`src/rtl/clkdiv_pkg.sv`:
```
`timescale 1ns/1ps
package clkdiv_pkg;

  // How the output is formed for the ratio currently in force
  typedef enum logic [1:0] {
    OUT_BYPASS = 2'd0,  // ratio 1: source clock straight through
    OUT_EVEN   = 2'd1,  // rising-edge waveform alone
    OUT_ODD    = 2'd2   // rising-edge waveform ORed with falling-edge copy
  } out_mode_e;

  function automatic out_mode_e mode_for(input int unsigned ratio);
    if (ratio <= 1)          return OUT_BYPASS;
    else if (ratio % 2 == 1) return OUT_ODD;
    else                     return OUT_EVEN;
  endfunction

endpackage

```
`src/rtl/clkdiv_period_ctr.sv`:
```
`timescale 1ns/1ps
// Period counter and ratio register; a new ratio is taken only at the wrap.
module clkdiv_period_ctr #(
  parameter  int MAX_RATIO = 8,
  localparam int SEL_W = $clog2(MAX_RATIO),
  localparam int CNT_W = $clog2(MAX_RATIO),
  localparam int RAT_W = $clog2(MAX_RATIO + 1)
) (
  input  logic             clk,
  input  logic             rst_n,
  input  logic [SEL_W-1:0] ratio_code,
  output logic [CNT_W-1:0] cnt_q,
  output logic [RAT_W-1:0] ratio_q,
  output logic [CNT_W-1:0] cnt_nxt,
  output logic [RAT_W-1:0] ratio_nxt
);

  localparam logic [RAT_W-1:0] MAX_R = RAT_W'(MAX_RATIO);

  logic [RAT_W-1:0] req_raw;
  logic [RAT_W-1:0] req_ratio;
  logic             wrap;

  assign req_raw = RAT_W'(ratio_code) + RAT_W'(1);

  // Codes beyond the largest ratio exist only if the code space is wider
  generate
    if ((1 << SEL_W) > MAX_RATIO) begin : g_clamp
      assign req_ratio = (req_raw > MAX_R) ? MAX_R : req_raw;
    end else begin : g_direct
      assign req_ratio = req_raw;
    end
  endgenerate

  assign wrap      = (RAT_W'(cnt_q) + RAT_W'(1)) == ratio_q;
  assign cnt_nxt   = wrap ? '0 : cnt_q + CNT_W'(1);
  assign ratio_nxt = wrap ? req_ratio : ratio_q;

  // Reset ratio is 1, so the first rising edge is a wrap and loads the code
  always_ff @(posedge clk or negedge rst_n) begin
    if (!rst_n) begin
      cnt_q   <= '0;
      ratio_q <= RAT_W'(1);
    end else begin
      cnt_q   <= cnt_nxt;
      ratio_q <= ratio_nxt;
    end
  end

endmodule

```
`src/rtl/clkdiv_rise_wave.sv`:
```
`timescale 1ns/1ps
// Rising-edge waveform: high while the count sits in the first floor(N/2) slots.
module clkdiv_rise_wave #(
  parameter  int MAX_RATIO = 8,
  localparam int CNT_W = $clog2(MAX_RATIO),
  localparam int RAT_W = $clog2(MAX_RATIO + 1)
) (
  input  logic             clk,
  input  logic             rst_n,
  input  logic [CNT_W-1:0] cnt_nxt,
  input  logic [RAT_W-1:0] ratio_nxt,
  output logic             wave_q
);

  logic [RAT_W-1:0] half_n;
  logic             wave_d;

  assign half_n = ratio_nxt >> 1;
  assign wave_d = RAT_W'(cnt_nxt) < half_n;

  always_ff @(posedge clk or negedge rst_n) begin
    if (!rst_n) wave_q <= 1'b0;
    else        wave_q <= wave_d;
  end

endmodule

```
`src/rtl/clkdiv_fall_stage.sv`:
```
`timescale 1ns/1ps
// Half-period retime of the rising-edge waveform on the falling source edge.
module clkdiv_fall_stage (
  input  logic clk,
  input  logic rst_n,
  input  logic d,
  output logic q
);

  always_ff @(negedge clk or negedge rst_n) begin
    if (!rst_n) q <= 1'b0;
    else        q <= d;
  end

endmodule

```
`src/rtl/var_clk_divider.sv`:
```
`timescale 1ns/1ps
module var_clk_divider #(
  parameter  int MAX_RATIO = 8,
  localparam int SEL_W = $clog2(MAX_RATIO),
  localparam int CNT_W = $clog2(MAX_RATIO),
  localparam int RAT_W = $clog2(MAX_RATIO + 1)
) (
  input  logic             clk_src,
  input  logic             rst_n,
  input  logic [SEL_W-1:0] ratio_code,
  output logic             clk_out
);
  import clkdiv_pkg::*;

  logic [CNT_W-1:0] cnt_q;
  logic [RAT_W-1:0] ratio_q;
  logic [CNT_W-1:0] cnt_nxt;
  logic [RAT_W-1:0] ratio_nxt;
  logic             rise_q;
  logic             fall_q;
  out_mode_e        mode;

  clkdiv_period_ctr #(.MAX_RATIO(MAX_RATIO)) ctr_i (
    .clk        (clk_src),
    .rst_n      (rst_n),
    .ratio_code (ratio_code),
    .cnt_q      (cnt_q),
    .ratio_q    (ratio_q),
    .cnt_nxt    (cnt_nxt),
    .ratio_nxt  (ratio_nxt)
  );

  clkdiv_rise_wave #(.MAX_RATIO(MAX_RATIO)) rise_i (
    .clk       (clk_src),
    .rst_n     (rst_n),
    .cnt_nxt   (cnt_nxt),
    .ratio_nxt (ratio_nxt),
    .wave_q    (rise_q)
  );

  clkdiv_fall_stage fall_i (
    .clk   (clk_src),
    .rst_n (rst_n),
    .d     (rise_q),
    .q     (fall_q)
  );

  assign mode = mode_for(int'(ratio_q));

  always_comb begin
    unique case (mode)
      OUT_BYPASS: clk_out = clk_src & rst_n;
      OUT_ODD:    clk_out = rise_q | fall_q;
      default:    clk_out = rise_q;
    endcase
  end

endmodule

```
`config.mk`:
```
export PLATFORM = sky130hd
export DESIGN_NAME = var_clk_divider
export DESIGN_NICKNAME = d
export VERILOG_FILES = /design/src/rtl/clkdiv_pkg.sv /design/src/rtl/clkdiv_period_ctr.sv /design/src/rtl/clkdiv_rise_wave.sv /design/src/rtl/clkdiv_fall_stage.sv /design/src/rtl/var_clk_divider.sv
export SDC_FILE = /design/constraint.sdc
export NUM_CORES = 1
export LEC_CHECK = 0
export ABC_AREA = 1
export ABC_CLOCK_PERIOD_IN_PS = 2270
export CAP_MARGIN = 25
export CELL_PAD_IN_SITES_DETAIL_PLACEMENT = 0
export CELL_PAD_IN_SITES_GLOBAL_PLACEMENT = 1
export CORE_MARGIN = 3
export CORE_UTILIZATION = 42
export CTS_BUF_LIST = sky130_fd_sc_hd__clkbuf_4 sky130_fd_sc_hd__clkbuf_8
export DETAILED_ROUTE_END_ITERATION = 10
export MAX_ROUTING_LAYER = met4
export PLACE_DENSITY = 0.78
export SKIP_LAST_GASP = 1
export SYNTH_ARGS = -nofsm -noshare
export SYNTH_HDL_FRONTEND = slang
export SYNTH_SLANG_ARGS = --single-unit
export TNS_END_PERCENT = 50
```
`constraint.sdc`:
```
create_clock -name clk_src -period 2.27 [get_ports clk_src]
set_clock_uncertainty 0.15 [all_clocks]
set_input_delay 0.454 -clock clk_src [delete_from_list [all_inputs] [get_ports clk_src]]
set_output_delay 0.454 -clock clk_src [all_outputs]
set_load 0.01 [all_outputs]
```
==> flow_metrics.env <==
export IMPL_topRoutingLayerUsed="met4"
export IMPL_worst_reg2reg_path_depth=11
export IMPL_global_route_wire_length_before_repair_um=1890
export IMPL_hold_buffers=0
export IMPL_synth_area_leader_cell="sky130_fd_sc_hd__dfrtp_1"
export IMPL_worst_setup_path_startpoint="fall_i.q"
export IMPL_crit_fanout=1
export IMPL_failed_checks="setup timing"
export IMPL_synth_ff_latch_count=9
export IMPL_cts_tree="done"
export IMPL_fin_ws_ps=-582
export IMPL_cp_start_kind="flip-flop"
export IMPL_wl_per_cell_um=10.4
export IMPL_post_cts_repair_setup_buffers=0
export IMPL_diodes=0
export IMPL_via_per_inst=4.73
export IMPL_routed_wl_met3_um=54
export IMPL_met1Wirelength_um=519
export IMPL_setup_violations=2
export IMPL_layout_drive_gt1_share_pct=31.4
export IMPL_gp_congestion=0.709
export IMPL_port_buffers=5
export IMPL_design_final_nets=96
export IMPL_drt_initial_drc_count=9
export IMPL_crit_type="reg -> out"
export IMPL_synth_sequential_area_ratio_pct=38.2
export IMPL_synth_top_cells_by_area="sky130_fd_sc_hd__dfrtp_1 30%, sky130_fd_sc_hd__nand2_1 10%, sky130_fd_sc_hd__inv_1 9.5%"
export IMPL_syn_nets=80
export IMPL_outcome="complete, but fails checks"
export IMPL_post_dp_cell_area_um2=683
export IMPL_worst_r2r_endpoint="rise_i.wave_q"
export IMPL_synth_distinct_cells=20
export IMPL_antenna_violating_nets_post_route=0
export IMPL_die_height_um=43.6
export IMPL_initial_utilization_pct=48.8
export IMPL_cp_required_ps=1670
export IMPL_avgSynthCellArea_um2=8.35
export IMPL_tightestPinTransition_ps=169
export IMPL_worstSetupEndpoint="clk_out"
export IMPL_worst_setup_path_end_kind="primary output"
export IMPL_clkSlewWorstSetupHoldPaths_ps=60
export IMPL_setup_repair_after_global_routing_missed_its_margin="yes"
export IMPL_io_pins=6
export IMPL_worstReg2RegStart="ctr_i.cnt_q[1]"
export IMPL_synthToLayoutAreaGrowth_pct=24.3
export IMPL_dieArea_um2=1900
export IMPL_powerDensity_nw_per_um2=525
export IMPL_insertion_delay_ps=370
export IMPL_maximum_number_of_pins_on_one_net_before_global_route_repair=10
export IMPL_layout_cell_area_non_filler_um2=737
export IMPL_routed_wl_um=1040
export IMPL_cp_arrival_ps=2250
export IMPL_fp_dieW_um=43.6
export IMPL_antenna_found_initial=0
export IMPL_ff2ff_setup_slack_ps=110
export IMPL_irDropWorstVdd_uv=404
export IMPL_postSynthCellCount=71
export IMPL_setup_tns_final_ps=-582
export IMPL_drc=0
export IMPL_post_synthesis_instance_area_um2=593
export IMPL_timing_final_hold_violations=0
export IMPL_design_core_area_um2=1220
export IMPL_hold_path_class="in -> async"
export IMPL_max_slew_vio_count=0
export IMPL_hpwl_um=809
export IMPL_dr_total_vias=473
export IMPL_total_length_of_routed_met2_wires_um=429
export IMPL_synthesis_yosys_warnings=0
export IMPL_global_route_usage_total_pct=16.2
export IMPL_placement_rows=12
export IMPL_max_cap_violations=0
export IMPL_synth_top_cell_area_share_pct=29.5
export IMPL_global_route_overflow_total=0
export IMPL_drt_pass1_iterations=3
export IMPL_slew_headroom_pct=88.7
export IMPL_grt_pass1_vias=476
export IMPL_cellLeakagePower_nw=0.464
-- sequential cells by signal, summed over array words and instances (netlist names) --
name and count:
ctr_i.ratio_q 4, ctr_i.cnt_q 3, fall_i.q 1, rise_i.wave_q 1
-- cell families after synthesis --
group / count (synthesis) / share of synthesized area, %
buffers and inverters: 17 / 10.8
and+or+nand+nor: 32 / 31.6
xor gates and xnor gates: 1 / 1.48
adders and majority gates: 4 / 8.44
DFF: 9 / 38.2
AOI/OAI and AO/OA: 8 / 9.49
-- how the worst min path moves through the flow --
stage	startpoint	endpoint	slack [ps]	cells after the start
global placement	ctr_i.ratio_q[0]	ctr_i.ratio_q[0]	360	2
floorplan	rst_n	ctr_i.cnt_q[0]	8	0
detailed placement	ctr_i.ratio_q[0]	ctr_i.ratio_q[0]	360	2
finish	rst_n	ctr_i.cnt_q[1]	250	2
CTS	rst_n	ctr_i.ratio_q[3]	250	2
global route	rst_n	ctr_i.ratio_q[3]	240	2
-- per-stage QoR --
step                hold slack (ps)  power (W)  worst slack, ps  std cells  utilization [%]
CTS                             246   0.000394             -594        100             60.6
floorplan                      8.41   0.000167            -96.0         71                -
global route                    235   0.000426             -655        100             60.6
detailed placement              363   0.000181             -588         93             56.2
global placement                364   0.000181             -585         93             56.2
finish                          251   0.000387             -582        100             60.6
-- where the power goes --
group / switching [W] / internal, W / leakage, nW / total (W)
clock network: 0.0000719 / 0.000138 / 0.0523 / 0.000210
logic: 0.00000782 / 0.00000918 / 0.309 / 0.0000170
registers: 0 / 0.000161 / 0.103 / 0.000161
total: 0.0000797 / 0.000308 / 0.464 / 0.000387
-- layout make-up --
cell class              instances  area (um^2)
fillers                       119          479
multi-input cells              45          303
flip-flops and latches          9          226
clock buffers                   8         63.8
repair buffers                  7         62.6
inverters                      16         60.1
well taps                      14         17.5
clock inverters                 1         3.75
-- Yosys cell counts (all sizes together) --
cell / instances
nand2: 20
nand4: 2
xor2: 1
ha: 4
a21oi: 3
nor2: 1
nand3: 8
and2: 1
a21o: 2
o21ai: 3
dfstp: 1
dfrtp: 7
dfrtn: 1
inv: 17
-- cells in the final DEF, fill, tap and decap left out, types with 2 or more instances in the layout --
cell / synthesis / layout
sky130_fd_sc_hd__dfrtp_1: 7 / 7
sky130_fd_sc_hd__nand3_1: 5 / 5
sky130_fd_sc_hd__inv_1: 15 / 14
sky130_fd_sc_hd__o21ai_2: 2 / 2
sky130_fd_sc_hd__nand3_2: 2 / 2
sky130_fd_sc_hd__a21o_1: 2 / 2
sky130_fd_sc_hd__a21oi_1: 2 / 2
sky130_fd_sc_hd__buf_4: 0 / 3
sky130_fd_sc_hd__ha_1: 4 / 4
sky130_fd_sc_hd__nand4_1: 2 / 2
sky130_fd_sc_hd__clkbuf_4: 0 / 7
sky130_fd_sc_hd__nand2_1: 16 / 16
sky130_fd_sc_hd__nand2_2: 4 / 4
sky130_fd_sc_hd__inv_2: 2 / 3
sky130_fd_sc_hd__clkdlybuf4s50_1: 0 / 4
-- per-layer routing --
| layer | global-route usage (%) | vias up |
|---|---|---|
| met1 | 17.0 | 206 |
| li1 | - | 252 |
| met5 | - | - |
| met3 | 12.0 | 4 |
| met2 | 16.3 | 11 |
| met4 | 19.9 | 0 |
-- worst max-delay path: stages (launching register included) --
cell and delay [ps]:
sky130_fd_sc_hd__dfrtn_1 380, sky130_fd_sc_hd__a21oi_1 50, sky130_fd_sc_hd__a21o_1 160, sky130_fd_sc_hd__inv_2 50, sky130_fd_sc_hd__buf_6 90
-- repair_timing --
item	in CTS	in global routing
hold endpoints to repair	0	0
setup endpoints to repair	3	3
gates resized for setup	5	0
Power figures use the tool's default switching activity.
